### src/rtl/stereoResampler_pkg.sv
package stereoResampler_pkg;

  typedef enum logic [1:0] {
    ROUTE_MUTE,
    ROUTE_STRAIGHT,
    ROUTE_CROSS,
    ROUTE_MONO
  } route_e;

  typedef struct packed {
    logic startDiv;
    logic clearAcc;
    logic advance;
  } resStrobe_t;

  function automatic route_e decodeRoute(input logic [3:0] modeIn);
    case (modeIn)
      4'h0, 4'h6, 4'h9, 4'hF: decodeRoute = ROUTE_MUTE;
      4'h5:                   decodeRoute = ROUTE_STRAIGHT;
      4'hA:                   decodeRoute = ROUTE_CROSS;
      default:                decodeRoute = ROUTE_MONO;
    endcase
  endfunction

endpackage

### src/rtl/stereoResampler_div.sv
module stereoResampler_div #(
  parameter int CNT_W  = 8,
  parameter int FRAC_W = 16
) (
  input  logic                      clk,
  input  logic                      rstN,
  input  logic                      start,
  input  logic [CNT_W-1:0]          dividendInt,
  input  logic [CNT_W-1:0]          divisor,
  output logic                      busy,
  output logic [CNT_W+FRAC_W-1:0]   quotient
);
  localparam int DVD_W = CNT_W + FRAC_W;
  localparam int CNTR_W = $clog2(DVD_W + 1);

  logic [DVD_W-1:0]  shiftQ;
  logic [CNT_W-1:0]  remQ;
  logic [CNT_W-1:0]  dvsrQ;
  logic [CNTR_W-1:0] iterQ;
  logic              zeroDivQ;
  logic [CNT_W:0]    trial;
  logic              fits;
  logic [CNT_W:0]    trialDiff;

  assign trial     = {remQ, shiftQ[DVD_W-1]};
  assign fits      = trial >= {1'b0, dvsrQ};
  assign trialDiff = trial - {1'b0, dvsrQ};

  always_ff @(posedge clk) begin
    if (!rstN) begin
      shiftQ   <= '0;
      remQ     <= '0;
      dvsrQ    <= '0;
      iterQ    <= '0;
      zeroDivQ <= 1'b1;
      busy     <= 1'b0;
    end else if (start) begin
      shiftQ   <= {dividendInt, {FRAC_W{1'b0}}};
      remQ     <= '0;
      dvsrQ    <= divisor;
      iterQ    <= CNTR_W'(DVD_W);
      zeroDivQ <= (divisor == '0);
      busy     <= 1'b1;
    end else if (busy) begin
      remQ   <= fits ? trialDiff[CNT_W-1:0] : trial[CNT_W-1:0];
      shiftQ <= {shiftQ[DVD_W-2:0], fits};
      iterQ  <= iterQ - 1'b1;
      if (iterQ == CNTR_W'(1)) busy <= 1'b0;
    end
  end

  assign quotient = zeroDivQ ? '0 : shiftQ;

endmodule

### src/rtl/stereoResampler_ctrl.sv
module stereoResampler_ctrl
  import stereoResampler_pkg::*;
(
  input  logic       frameStart,
  input  logic       outReq,
  input  logic       divBusy,
  output resStrobe_t strobes
);
  always_comb begin
    strobes          = '0;
    strobes.startDiv = frameStart;
    strobes.clearAcc = frameStart;
    strobes.advance  = outReq && !divBusy && !frameStart;
  end
endmodule

### src/rtl/stereoResampler_dp.sv
module stereoResampler_dp
  import stereoResampler_pkg::*;
#(
  parameter int CNT_W  = 8,
  parameter int FRAC_W = 16,
  parameter int SMP_W  = 16
) (
  input  logic                    clk,
  input  logic                    rstN,
  input  resStrobe_t              strobes,
  input  logic [3:0]              mode,
  input  logic [CNT_W+FRAC_W-1:0] step,
  input  logic                    srcAvail,
  input  logic [SMP_W-1:0]        srcLeft,
  input  logic [SMP_W-1:0]        srcRight,
  output logic                    outValid,
  output logic [SMP_W-1:0]        outLeft,
  output logic [SMP_W-1:0]        outRight,
  output logic [CNT_W:0]          popCnt
);
  localparam int STEP_W = CNT_W + FRAC_W;
  localparam int SUM_W  = STEP_W + 1;

  logic [FRAC_W-1:0] accQ;
  logic [SUM_W-1:0]  sum;
  route_e            route;
  logic              monoRight;
  logic [SMP_W-1:0]  monoSrc;
  logic [SMP_W-1:0]  chanIn  [2];
  logic [SMP_W-1:0]  routed  [2];
  logic [1:0]        monoDest;

  assign sum       = {1'b0, step} + SUM_W'(accQ);
  assign route     = decodeRoute(mode);
  assign monoRight = mode[2] | mode[1];
  assign monoSrc   = monoRight ? srcRight : srcLeft;
  assign chanIn[0] = srcLeft;
  assign chanIn[1] = srcRight;
  assign monoDest  = {(mode[3:2] != 2'b00), (mode[1:0] != 2'b00)};

  for (genvar ch = 0; ch < 2; ch++) begin : g_chan
    always_comb begin
      case (route)
        ROUTE_STRAIGHT: routed[ch] = chanIn[ch];
        ROUTE_CROSS:    routed[ch] = chanIn[1-ch];
        ROUTE_MONO:     routed[ch] = monoDest[ch] ? monoSrc : '0;
        default:        routed[ch] = '0;
      endcase
    end
  end

  always_ff @(posedge clk) begin
    if (!rstN) begin
      accQ     <= '0;
      outValid <= 1'b0;
      outLeft  <= '0;
      outRight <= '0;
      popCnt   <= '0;
    end else begin
      outValid <= 1'b0;
      outLeft  <= '0;
      outRight <= '0;
      popCnt   <= '0;
      if (strobes.clearAcc) begin
        accQ <= '0;
      end else if (strobes.advance && srcAvail) begin
        accQ     <= sum[FRAC_W-1:0];
        outValid <= 1'b1;
        outLeft  <= routed[0];
        outRight <= routed[1];
        popCnt   <= sum[SUM_W-1:FRAC_W];
      end
    end
  end

endmodule

### src/rtl/stereoResampler.sv
module stereoResampler
  import stereoResampler_pkg::*;
#(
  parameter int CNT_W  = 8,
  parameter int FRAC_W = 16,
  parameter int SMP_W  = 16
) (
  input  logic             clk,
  input  logic             rstN,
  input  logic [3:0]       mode,
  input  logic             frameStart,
  input  logic [CNT_W-1:0] pairCount,
  input  logic [CNT_W-1:0] outLen,
  output logic             stepBusy,
  input  logic             outReq,
  input  logic             srcAvail,
  input  logic [SMP_W-1:0] srcLeft,
  input  logic [SMP_W-1:0] srcRight,
  output logic             outValid,
  output logic [SMP_W-1:0] outLeft,
  output logic [SMP_W-1:0] outRight,
  output logic [CNT_W:0]   popCnt
);
  localparam int STEP_W = CNT_W + FRAC_W;

  resStrobe_t        strobes;
  logic [STEP_W-1:0] step;

  stereoResampler_ctrl ctrl_i (
    .frameStart (frameStart),
    .outReq     (outReq),
    .divBusy    (stepBusy),
    .strobes    (strobes)
  );

  stereoResampler_div #(.CNT_W(CNT_W), .FRAC_W(FRAC_W)) div_i (
    .clk         (clk),
    .rstN        (rstN),
    .start       (strobes.startDiv),
    .dividendInt (pairCount),
    .divisor     (outLen),
    .busy        (stepBusy),
    .quotient    (step)
  );

  stereoResampler_dp #(.CNT_W(CNT_W), .FRAC_W(FRAC_W), .SMP_W(SMP_W)) dp_i (
    .clk      (clk),
    .rstN     (rstN),
    .strobes  (strobes),
    .mode     (mode),
    .step     (step),
    .srcAvail (srcAvail),
    .srcLeft  (srcLeft),
    .srcRight (srcRight),
    .outValid (outValid),
    .outLeft  (outLeft),
    .outRight (outRight),
    .popCnt   (popCnt)
  );

endmodule

### config.mk
export PLATFORM = sky130hd
export DESIGN_NAME = stereoResampler
export DESIGN_NICKNAME = d
export VERILOG_FILES = /design/src/rtl/stereoResampler_pkg.sv /design/src/rtl/stereoResampler_div.sv /design/src/rtl/stereoResampler_ctrl.sv /design/src/rtl/stereoResampler_dp.sv /design/src/rtl/stereoResampler.sv
export SDC_FILE = /design/constraint.sdc
export NUM_CORES = 1
export LEC_CHECK = 0
export ABC_AREA = 1
export ABC_CLOCK_PERIOD_IN_PS = 2300
export BUFFER_PORTS_ARGS = -buffer_cell sky130_fd_sc_hd__buf_2
export CAP_MARGIN = 20
export CORE_MARGIN = 4
export CORE_UTILIZATION = 46
export DETAILED_ROUTE_END_ITERATION = 16
export GPL_TIMING_DRIVEN = 0
export PLACE_DENSITY = 0.7
export SYNTH_ARGS = -nofsm -noshare
export SYNTH_HDL_FRONTEND = slang
export SYNTH_HIERARCHICAL = 1
export SYNTH_SLANG_ARGS = --single-unit
export TNS_END_PERCENT = 1
### constraint.sdc
create_clock -name clk -period 2.3 [get_ports clk]
set_input_delay 0.115 -clock clk [delete_from_list [all_inputs] [get_ports clk]]
set_output_delay 0.115 -clock clk [all_outputs]
set_load 0.01 [all_outputs]
After elaboration in Yosys (flattened, before gate mapping)

Cells that the tools add are included.

Bits in registers: 105
Input port bits: 57
Output and inout port bits: 43
Logic and storage cells: 58

Add/subtract/negate cells: 3
Order comparisons: 1
Equality and inequality tests: 9
Mux-type cells: 16
Bitwise operators: 3
Reductions and logical operators: 13

Operator list:

| kind                  | number |
|---|---|
| $pmux W16 S3          | 2 |
| $mux W24              | 3 |
| $mux W16              | 3 |
| $add A24 B16 Y25      | 1 |
| $eq A4 B4 Y1 const B  | 3 |
| $mux W5               | 2 |
| $ge A9 B8 Y1          | 1 |
| $eq A4 B3 Y1 const B  | 2 |
| $logic_not A8 Y1      | 1 |
| $mux W8               | 1 |
| $sub A8 B8 Y8         | 1 |
| $pmux W2 S3           | 1 |
| $reduce_bool A2 Y1    | 3 |
| $eq A5 B1 Y1 const B  | 1 |
| $sub A5 B1 Y5 const B | 1 |
| $eq A2 B2 Y1 const B  | 2 |
| $logic_not A4 Y1      | 1 |
| $mux W1               | 4 |
| $reduce_or A4 Y1      | 1 |
| $logic_and A1 B1 Y1   | 3 |
| $reduce_or A3 Y1      | 1 |
| $eq A2 B1 Y1 const B  | 1 |
| $logic_not A1 Y1      | 2 |
| $not A1 Y1            | 2 |
| other kinds (2)       | 2 |

Longest topological paths before layout

Gate-level depths: netlist (run 1).

Depth after elaboration: 6
Mapped depth: 16
Mapped depth without buffers: 15

Hierarchy

The synthesis (run 1) kept the hierarchy.

By module, submodules not included:

| module               | times used | cells an instance | area each (µm²) | seq. area each (µm²) |
|---|---|---|---|---|
| stereoResampler_dp   | 1          | 618               | 3792.4          | 1161.1 |
| stereoResampler_div  | 1          | 334               | 2388.5          | 940.9 |
| stereoResampler_ctrl | 1          | 5                 | 28.8            | 0.0 |

Worst setup path after synthesis (run 1)

Ideal clock, no wire load.

Path type: flip-flop to flip-flop
Start point: register div_i.zeroDivQ
End point: register dp_i.popCnt[7]
Setup time: 0.113 ns
Data arrival time: 1.933 ns
Data required time: 2.187 ns
Path slack: 0.254 ns
Cell stages (with the launch flop): 14
Buffers on the path: 2
Period minus slack after synthesis: 2.046 ns
Cell sequence: dfxtp_1 -> clkbuf_1 -> clkbuf_1 -> nor2_1 -> ha_1 -> nand2_1 -> nor2_1 -> nand2_1 -> nor2_1 -> nand2_1 -> nand3_1 -> nand2_1 -> nand2_1 -> nor2_1

Cells in the longest elaborated chain, start to end: 2

RTL lines:

| item                   | line                      | text |
|---|---|---|
| start, declared        | stereoResampler_div.sv:20 | `logic zeroDivQ;` |
| start signal, assigned | stereoResampler_div.sv:42 | `zeroDivQ <= (divisor == '0);` |
| $mux W24               | stereoResampler_div.sv:52 | `assign quotient = zeroDivQ ? '0 : shiftQ;` |
| named net step[9]      | stereoResampler.sv:27     | `logic [STEP_W-1:0] step;` |
| $add A24 B16 Y25       | stereoResampler_dp.sv:33  | `assign sum = {1'b0, step} + SUM_W'(accQ);` |
| end signal, assigned   | stereoResampler_dp.sv:71  | `popCnt <= sum[SUM_W-1:FRAC_W];` |
| end, declared          | stereoResampler_dp.sv:19  | `output logic [CNT_W:0] popCnt` |

The timed path passes the listed nets, and every way through them passes these cells.
A chain may end at the register's enable or synchronous reset.

Final worst setup path (run 1)

Start point: register div_i.zeroDivQ
End point: register dp_i.popCnt[2]

Same word-level chain as after synthesis.

==> reports/metrics.cfg, run 1 <==
[floorplanning]
dieHeight_um=124
die-area_mm2=0.0154
initial_core_util_pct=46.9
placementRows=42
die_x_um=124
core-area_mm2=0.0132
io_pins=100

[clock_tree]
cts_tree=yes
cts.path.max_buffers=2
post_cts_buffers=0
cts_root_buf=clkbuf_16
clk_pin_slew_ns=0.08
cts_htree_levels=3
clock_latency_ns=0.35
cts-buffers-inserted=9
cts_sinks=105

[timing]
clock_skew_ns=0.00891
hold_violations=0
fin_crit_ns=2.13
setup_tns_ns=0
rsz0062_at_grt=yes
setup_viol_count_final=0
period_share_pct=92.7
maxSlewViolCount=0
setup_slack_ns=0.168
slew-limit-headroom_pct=62.3
tightest_slew_ns=0.566
fmax_mhz=469

[final_layout]
final_cells=1248
multi_input_area_mm2=0.00330
fillers=1361
diodes=0
drive_gt1_share_pct=13.9
num-nets-final=1152
fin_area_mm2=0.00724
area_growth_pct=16.5
layout.area.seq_mm2=0.00211

[power_and_ir_drop]
power.total_w=0.00411
ir_drop_uv=323
power_density_mw_per_mm2=568
cellLeakagePower_nw=3.51

[route]
routed_via_density=5.14
via_count=6414
post_drt_wl_per_cell_um=13.9
wirelength_mm=17.3
ant_nets=0
drtIter0Drc=462
drt-pass1-iter-count=5
drc=0

[synth]
synth_nets=1042
synthCells=957
synth_top_area_share_pct=33.9
synthTopCellsByArea=dfxtp_1 (34%), nand2_1 (12%), inv_1 (10%), nor2_1 (8.0%), ha_1 (5.2%)
ys_warn_count=6
synth_edf_count=0
synth.distinct_cells=43
synth.yosys.seq_area_share_pct=33.9
synth_top_area_cell=dfxtp_1
synth_area_per_cell_um2=6.49
synth_ff_type=dfxtp_1
async_reset_ff_share_pct=0
ys_ff_latch=105
syn_area_mm2=0.00621

[worst_hold_path]
hold_path_depth=3
worstHoldStart=pairCount[7]
min_to=div_i/shiftQ[23]
hold_path.class=in -> reg

[critical_path]
arrival_ns=2.40
reg2reg_depth=11
startpoint=div_i/zeroDivQ
timing.rr.end=dp_i/popCnt[2]
r2r_slack_ns=0.17
worstPathRequired_ns=2.57
critPathMaxFanout=10
r2r-start=div_i/zeroDivQ
path_class=reg -> reg
start_kind=register
cp-end-kind=register

[placed_design]
hpwl_mm=13.3
dp_slack_ns=-0.355
gp_congestion=0.966
placed_area_mm2=0.00693
io_buffers=99
dp.cells=1232

[global_routing]
grt.total_usage_pct=22.9
gr-total-overflow=0
grt_pass1_wl_mm=28.1
antenna_found_initial=0
grt_pass1_vias=5966
grt_max_degree=20

[run_status]
status=finished, final reports clean

[flow_run]
drv_cap=0

## sequential cells by signal (all words and copies together), names as in the netlist
signal and cells:
div_i/busy 1, div_i/dvsrQ 8, div_i/iterQ 5, div_i/remQ 8, div_i/shiftQ 24, div_i/zeroDivQ 1, dp_i/accQ 16, dp_i/outLeft 16
dp_i/outRight 16, dp_i/outValid 1, dp_i/popCnt 9
## cells in the mapped netlist (3+ instances only)
library cell / instances
clkbuf_1: 21
o22ai_1: 33
a31oi_1: 35
nand3_1: 52
nand4_1: 6
inv_1: 166
buf_6: 3
a21oi_1: 55
ha_1: 26
buf_2: 6
dfxtp_1: 105
nand2_1: 201
o21ai_0: 58
or2_2: 3
xnor2_1: 5
a221oi_1: 8
and2_1: 3
nor2_1: 132
nor3_1: 4
## cell families (layout without fill, tap and decap cells)
group           Yosys count  after routing  share of synthesized area [%]
buf+inv                 204            319                           13.1
flops                   105            105                           33.9
fa+ha+maj                28             28                           5.88
compound gates          197            197                           18.2
simple gates            416            416                           27.8
xor+xnor                  7              7                           1.11
## metrics by stage
stage | utilization (%) | hold slack (ns)
2_1_floorplan | - | 0.250
3_3_place_gp | 52.3 | 0.365
3_5_place_dp | 52.3 | 0.364
4_1_cts | 54.6 | 0.0286
5_1_grt | 54.6 | 0.0285
6_report | 54.6 | 0.0403
## worst max-delay path, stage by stage, from the launching register on
cell and delay, ns:
dfxtp_4 0.41, clkbuf_4 0.21, nor2_1 0.08, ha_1 0.35, nand2_1 0.12, nor2_2 0.21, nand3_1 0.14, nand3_1 0.16
nand2_1 0.10, nand2_1 0.06, nand2_1 0.05, a21oi_1 0.16
## final cells by class
type / instances / area share [%]
Clock buffer: 9 / 3.11
Sequential cell: 105 / 29.1
Inverter: 168 / 8.72
Tap cell: 176 / 3.04
Multi-Input combinational cell: 648 / 45.6
Clock inverter: 7 / 0.899
Buffer: 35 / 2.56
Timing Repair Buffer: 100 / 6.99
## where the power goes
| group | leakage [nW] | internal, W | switching, W |
|---|---|---|---|
| registers | 0.854 | 0.00187 | 0.0000287 |
| logic | 2.52 | 0.000254 | 0.000449 |
| clock network | 0.137 | 0.000756 | 0.000750 |
## per-layer routing
layer | global-route usage (%) | wire, um | share of wire, %
met1 | 29.4 | 7780 | 45
met2 | 38.4 | 7950 | 46
met3 | 5.31 | 1220 | 7.0
met4 | 6.91 | 384 | 2.2
met5 | 0 | 0 | 0
## placed cells by master (no fill, tap or decap), types with 4 or more instances in the layout
cell type | synthesis | layout
nand2_1 | 201 | 200
nand3_1 | 52 | 52
a21oi_1 | 55 | 55
clkbuf_1 | 21 | 18
o21ai_0 | 58 | 58
inv_1 | 166 | 166
ha_1 | 26 | 26
nand4_1 | 6 | 6
nor2_1 | 132 | 131
a221oi_1 | 8 | 8
dfxtp_1 | 105 | 104
o22ai_1 | 33 | 33
nor3_1 | 4 | 4
xnor2_1 | 5 | 5
a31oi_1 | 35 | 35
buf_2 | 6 | 105
clkbuf_16 | 0 | 9
## timing repair
| action | CTS | global route |
|---|---|---|
| endpoints found under the hold margin | 1 | 0 |
| gates resized for setup | 2 | 7 |
| endpoints found under the setup margin | 20 | 13 |
| hold buffers | 1 | 0 |
## worst max-delay path by stage
stage,end,slack [ns],depth (start not counted)
final,dp_i/popCnt[2],0.17,11
after global routing,dp_i/popCnt[4],-0.03,12
after floorplan,dp_i/popCnt[7],0.25,13
after detailed placement,dp_i/popCnt[2],-0.35,12
after CTS,dp_i/popCnt[2],0.002,11
after global placement,dp_i/popCnt[2],-0.33,12
(Power assumes the default switching activity.)
==> inputs of run 2 (changes only) <==
Settings changed: CORE_MARGIN 4 to 5.
==> reports/metrics.cfg, run 2 (same netlist as run 1, synthesis figures left out) <==
[route]
routed_via_density=5.08  ; -1.2%
drtIter0Drc=465  ; +0.65%
top_layer=met4
wirelength_mm=17.0  ; -1.9%
drt-pass1-iter-count=7  ; +2
drc=0  ; unchanged
ant_nets=0  ; unchanged
wl_met1_mm=7.88  ; +1.4%
post_drt_wl_per_cell_um=13.6  ; -1.9%
wl_met3_um=985  ; -19%
route.met2.wl_mm=7.57  ; -4.8%
via_count=6340  ; -1.2%

[timing]
rsz0062_at_grt=yes
fin_crit_ns=2.13  ; +0.00130 ns
maxSlewViolCount=0  ; unchanged
fmax_mhz=469  ; about the same
setup_tns_ns=0  ; unchanged
setup_viol_count_final=0  ; unchanged
slew-limit-headroom_pct=62.6  ; +0.38 points
tightest_slew_ns=0.558  ; -0.00773 ns
hold_violations=0  ; unchanged
holdWs_ns=0.0375  ; -0.00277 ns
clock_skew_ns=0.00738  ; -0.00153 ns
period_share_pct=92.7  ; about the same
setup_slack_ns=0.167  ; -0.00130 ns

[floorplanning]
io_pins=100  ; unchanged
core-area_mm2=0.0132  ; unchanged
initial_core_util_pct=46.9  ; unchanged
die-area_mm2=0.0159  ; +3.2%
die_x_um=126  ; +1.6%
dieHeight_um=126  ; +1.6%
placementRows=42  ; unchanged

[placed_design]
io_buffers=99  ; unchanged
gp_congestion=0.919  ; -5.0%
dp_slack_ns=-0.300  ; +0.0544 ns
hpwl_mm=13.1  ; -1.6%
dp.cells=1232  ; unchanged

[power_and_ir_drop]
power_density_mw_per_mm2=585  ; +3.1%
power_frac_comb_pct=16.4  ; -0.7 points
p_sw_w=0.00126  ; +2.2%
pwr-share-clk_pct=39.1  ; +2.4 points
p_int_w=0.00302  ; +4.7%
ir_drop_uv=336  ; +4.2%
seqPwrFrac_pct=44.4  ; -1.8 points
switching_share_pct=29.4  ; -0.51 points
cellLeakagePower_nw=3.53  ; +0.61%
power.total_w=0.00427  ; +4.0%

[critical_path]
start_kind=register
critPathMaxFanout=10  ; unchanged
cp-end-kind=register
arrival_ns=2.41  ; about the same
r2r-start=div_i/zeroDivQ
worstPathRequired_ns=2.58  ; about the same
startpoint=div_i/zeroDivQ
path_class=reg -> reg

[clock_tree]
cts-buffers-inserted=9  ; unchanged
cts_sinks=105  ; unchanged
cts_htree_levels=3  ; unchanged
cts_root_buf=clkbuf_16
clock_latency_ns=0.36  ; about the same
cts_tree=yes
post_cts_buffers=0  ; unchanged
clk_pin_slew_ns=0.08  ; about the same
cts.path.max_buffers=2  ; unchanged

[final_layout]
final_cells=1248  ; unchanged
largest_reg_flops=24  ; unchanged
diodes=0  ; unchanged
final_cell_mix=nand2_1 (199), inv_1 (166), nor2_1 (129), buf_2 (106), dfxtp_1 (104)
drive_gt1_share_pct=14.3  ; +0.37 points
num-nets-final=1152  ; unchanged
top_register=div_i/shiftQ
mostFrequentLayoutCell=nand2_1
fillers=1356  ; -0.37%
area_growth_pct=17.5

[global_routing]
grt_max_degree=22  ; +10%
grt_pass1_vias=6043  ; +1.3%
antenna_found_initial=0  ; unchanged
grt_pass1_wl_mm=28.1  ; unchanged
gr-total-overflow=0  ; unchanged
grt.total_usage_pct=21.3  ; -1.7 points

[run_status]
status=finished, final reports clean

[worst_hold_path]
hold_path.class=in -> reg
worstHoldStart=outLen[3]

[flow_run]
drv_cap=0  ; unchanged

## run 2: cell count changes in the layout (fill, tap and decap cells not counted)
cell        previous run  this run
clkinvlp_4             2         0
nor2_1               131       129
nor2_2                 3         5
buf_2                105       106
bufinv_16              0         1
clkbuf_2               2         1
clkinv_2               1         0
clkinv_8               1         2
ha_1                  26        25
ha_4                   0         1
inv_12                 0         1
nand2_1              200       199
nand2_2                3         4
## run 2: area by class of cell
type	count	area (um2)	area share, %
tap	176	220	3.02
buffer	35	185	2.54
timing repair buffer	100	505	6.93
multi-input combinational	648	3320	45.5
sequential	105	2110	28.9
inverter	168	631	8.64
clock buffer	9	225	3.09
clock inverter	7	108	1.47
## run 2: metrics by stage
step / area, um2 / util, %
after floorplan: 6210 / -
after global placement: 6930 / 52.3
after detailed placement: 6930 / 52.3
after CTS: 7270 / 54.9
after global routing: 7300 / 55.1
final: 7300 / 55.1
## run 2: critical path, stage by stage, from the launching register on
cell	delay, ns
dfxtp_4	0.38
clkbuf_4	0.18
nor2_1	0.26
ha_4	0.27
nand2_2	0.10
inv_1	0.06
a21oi_1	0.18
nand2_1	0.10
nand2_1	0.10
nand2_1	0.11
nand2_1	0.11
nand2_1	0.05
a21oi_1	0.15
## run 2: worst paths after layout
kind	to	slack (ns)	depth (start not counted)
hold / removal	div_i/zeroDivQ	0.04	4
hold reg to reg	div_i/dvsrQ[2]	0.47	2
setup reg to reg	dp_i/popCnt[4]	0.17	12
setup / recovery	dp_i/popCnt[4]	0.17	12
## run 2: per-layer routing
metal	global-route usage, %	vias to the layer above
met1	28.0	2795
li1	-	3310
met4	9.40	0
met2	34.1	193
met3	3.85	42
met5	0	-
## run 2: what timing repair did
item                                    CTS  global route
hold buffers                              1             0
hold endpoints to repair                  1             0
resized for setup                         3            10
pin swaps                                 0             1
endpoints found under the setup margin   19            14
## run 2: power by group through the flow
| stage | Combinational [W] | Clock (W) | Sequential, W |
|---|---|---|---|
| after floorplan | 0.000494 | 0 | 0.00193 |
| after global placement | 0.000684 | 0 | 0.00194 |
| after detailed placement | 0.000691 | 0 | 0.00194 |
| after CTS | 0.000694 | 0.00171 | 0.00190 |
| after global routing | 0.000795 | 0.00178 | 0.00191 |
| final | 0.000702 | 0.00167 | 0.00190 |
==> inputs of run 3 (changes only) <==
Settings changed: RECOVER_POWER set to 25, SETUP_SLACK_MARGIN set to 0.1.
==> reports/metrics.cfg, run 3 (same netlist as run 1, synthesis figures left out) <==
[floorplanning]
io_pins=100  ; unchanged
die_x_um=126  ; unchanged
initial_core_util_pct=46.9  ; unchanged
placementRows=42  ; unchanged
dieHeight_um=126  ; unchanged
die-area_mm2=0.0159  ; unchanged
core-area_mm2=0.0132  ; unchanged

[worst_hold_path]
hold_path.class=in -> reg
hold_path_depth=4  ; unchanged
worstHoldStart=outLen[3]
min_to=div_i/zeroDivQ

[final_layout]
diodes=0  ; unchanged
final_cell_mix=nand2_1 (191), inv_1 (166), nor2_1 (122), dfxtp_1 (105), buf_2 (72)
largest_reg_flops=24  ; unchanged
top_register=div_i/shiftQ
drive_gt1_share_pct=14.0  ; -0.26 points
num-nets-final=1158  ; +0.52%
area_growth_pct=19.9
mostFrequentLayoutCell=nand2_1
fin_area_mm2=0.00744  ; +2.0%

[power_and_ir_drop]
switching_share_pct=29.4  ; +0.058 points
p_int_w=0.00303  ; +0.28%
pwr-share-clk_pct=39.0  ; about the same
ir_drop_uv=334  ; -0.77%
power_density_mw_per_mm2=576  ; -1.6%
p_sw_w=0.00126  ; +0.56%
seqPwrFrac_pct=44.2  ; -0.2 points
power_frac_comb_pct=16.8  ; +0.4 points
cellLeakagePower_nw=3.42  ; -3.3%

[placed_design]
gp_congestion=0.919  ; unchanged
io_buffers=99  ; unchanged
placed_area_mm2=0.00693  ; unchanged
hpwl_mm=13.1  ; unchanged

[timing]
tightest_slew_ns=0.557  ; -0.00158 ns
fin_crit_ns=2.12  ; -0.00828 ns
rsz0062_at_grt=yes
clock_skew_ns=0.00835  ; +0.000970 ns
holdWs_ns=0.0424  ; +0.00489 ns
period_share_pct=92.4  ; -0.36 points
setup_viol_count_final=0  ; unchanged
maxSlewViolCount=0  ; unchanged
fmax_mhz=471  ; +0.39%
slew-limit-headroom_pct=62.9  ; +0.24 points
hold_violations=0  ; unchanged

[route]
drtIter0Drc=442  ; -4.9%
wl_met1_mm=7.95  ; +0.81%
via_count=6423  ; +1.3%
drc=0  ; unchanged
route.met2.wl_mm=7.83  ; +3.4%
ant_nets=0  ; unchanged
routed_via_density=5.12  ; +0.82%
drt-pass1-iter-count=5  ; -2
wirelength_mm=17.3  ; +1.9%
post_drt_wl_per_cell_um=13.8  ; +1.4%
wl_met3_um=989  ; +0.41%
top_layer=met4

[flow_run]
drv_cap=0  ; unchanged

[critical_path]
path_cells=clkbuf_4 -> clkbuf_8 -> nor2_1 -> ha_4 -> nand2_2 -> inv_1 -> nand2_1 -> nand2_1 -> inv_1 -> nand3_1 -> nand2_1 -> nand3_1 -> a21oi_1
path_class=reg -> reg
cp-end-kind=register
worst-path-buf-inv=4  ; +2
reg2reg_depth=13  ; +1
r2r-start=div_i/zeroDivQ
r2r_slack_ns=0.18  ; about the same
cp_slowest_cell=dfxtp_1
critPathTopFamily=simple AND/OR/NAND/NOR gates
critPathMostFrequentCell=nand2_1
start_kind=register
slowest_delay_ns=0.30  ; -0.08 ns
arrival_ns=2.41  ; about the same
worstPathRequired_ns=2.58  ; about the same
timing.rr.end=dp_i/popCnt[2]
critPathMaxFanout=10  ; unchanged

[global_routing]
grt.total_usage_pct=21.3  ; +0.035 points
antenna_found_initial=0  ; unchanged
grt_pass1_vias=6044  ; +0.017%
grt_pass1_wl_mm=28.1  ; +0.12%
grt_max_degree=22  ; unchanged
gr-total-overflow=0  ; unchanged

[clock_tree]
cts_root_buf=clkbuf_16
cts.path.max_buffers=2  ; unchanged
cts_htree_levels=3  ; unchanged
cts_tree=yes
clock_latency_ns=0.36  ; about the same
clk_pin_slew_ns=0.08  ; about the same
cts-buffers-inserted=9  ; unchanged
cts_sinks=105  ; unchanged

[run_status]
status=finished, final reports clean

==> run 3: cell types whose count changed in the layout (fill, tap and decap cells not counted), sizes merged <==
cell	delta
clkbuf	+35
buf	-29
==> run 3: tightest hold or removal path, delay by kind of cell <==
kind                   cells  cell delay [ns]
buffers and inverters      1             0.08
and+or+nand+nor            3             0.16
==> run 3: layer usage <==
metal,global-route usage (%),up-vias
li1,-,3325
met1,28.0,2858
met2,34.1,199
met3,3.85,41
met4,9.46,0
met5,0,-
==> run 3: worst max path at each step <==
stage | cells after the start | from | to | slack (ns)
global placement | 13 | div_i/zeroDivQ | dp_i/accQ[15] | -0.31
global route | 12 | div_i/zeroDivQ | dp_i/popCnt[4] | 0.02
finish | 13 | div_i/zeroDivQ | dp_i/popCnt[2] | 0.18
detailed placement | 13 | div_i/zeroDivQ | dp_i/accQ[15] | -0.30
CTS | 13 | div_i/zeroDivQ | dp_i/popCnt[4] | 0.10
floorplan | 13 | div_i/zeroDivQ | dp_i/popCnt[7] | 0.25
==> run 3: timing repair <==
action                     in CTS  in global routing
hold buffers                    1                  0
setup endpoints to repair      21                 16
buffers inserted                0                  5
pin swaps                       0                 11
hold endpoints to repair        1                  0
resized for setup              11                 35
==> run 3: stage by stage <==
step                      std cells  power (W)  setup TNS (ns)  util [%]  worst slack, ns
after floorplan                 957    0.00243               0         -            0.254
after global placement         1232    0.00262           -2.97      52.3           -0.311
after detailed placement       1232    0.00263           -3.11      52.3           -0.300
after CTS                      1249    0.00431               0      55.1            0.100
after global routing           1254    0.00450               0      56.2           0.0228
final                          1254    0.00429               0      56.2            0.175
==> run 3: power groups by stage <==
| stage | registers [W] | clock network (W) | logic, W |
|---|---|---|---|
| after floorplan | 0.00193 | 0 | 0.000494 |
| after global placement | 0.00194 | 0 | 0.000684 |
| after detailed placement | 0.00194 | 0 | 0.000691 |
| after CTS | 0.00190 | 0.00171 | 0.000701 |
| after global routing | 0.00190 | 0.00178 | 0.000812 |
| final | 0.00190 | 0.00167 | 0.000720 |
==> run 3: final cells by class <==
cell class,instances,area (um2)
Buffer,36,196
Clock buffer,9,225
Clock inverter,7,108
Fill cell,1353,5800
Inverter,168,631
Multi-Input combinational cell,648,3460
Sequential cell,105,2100
Tap cell,176,220
Timing Repair Buffer,105,503
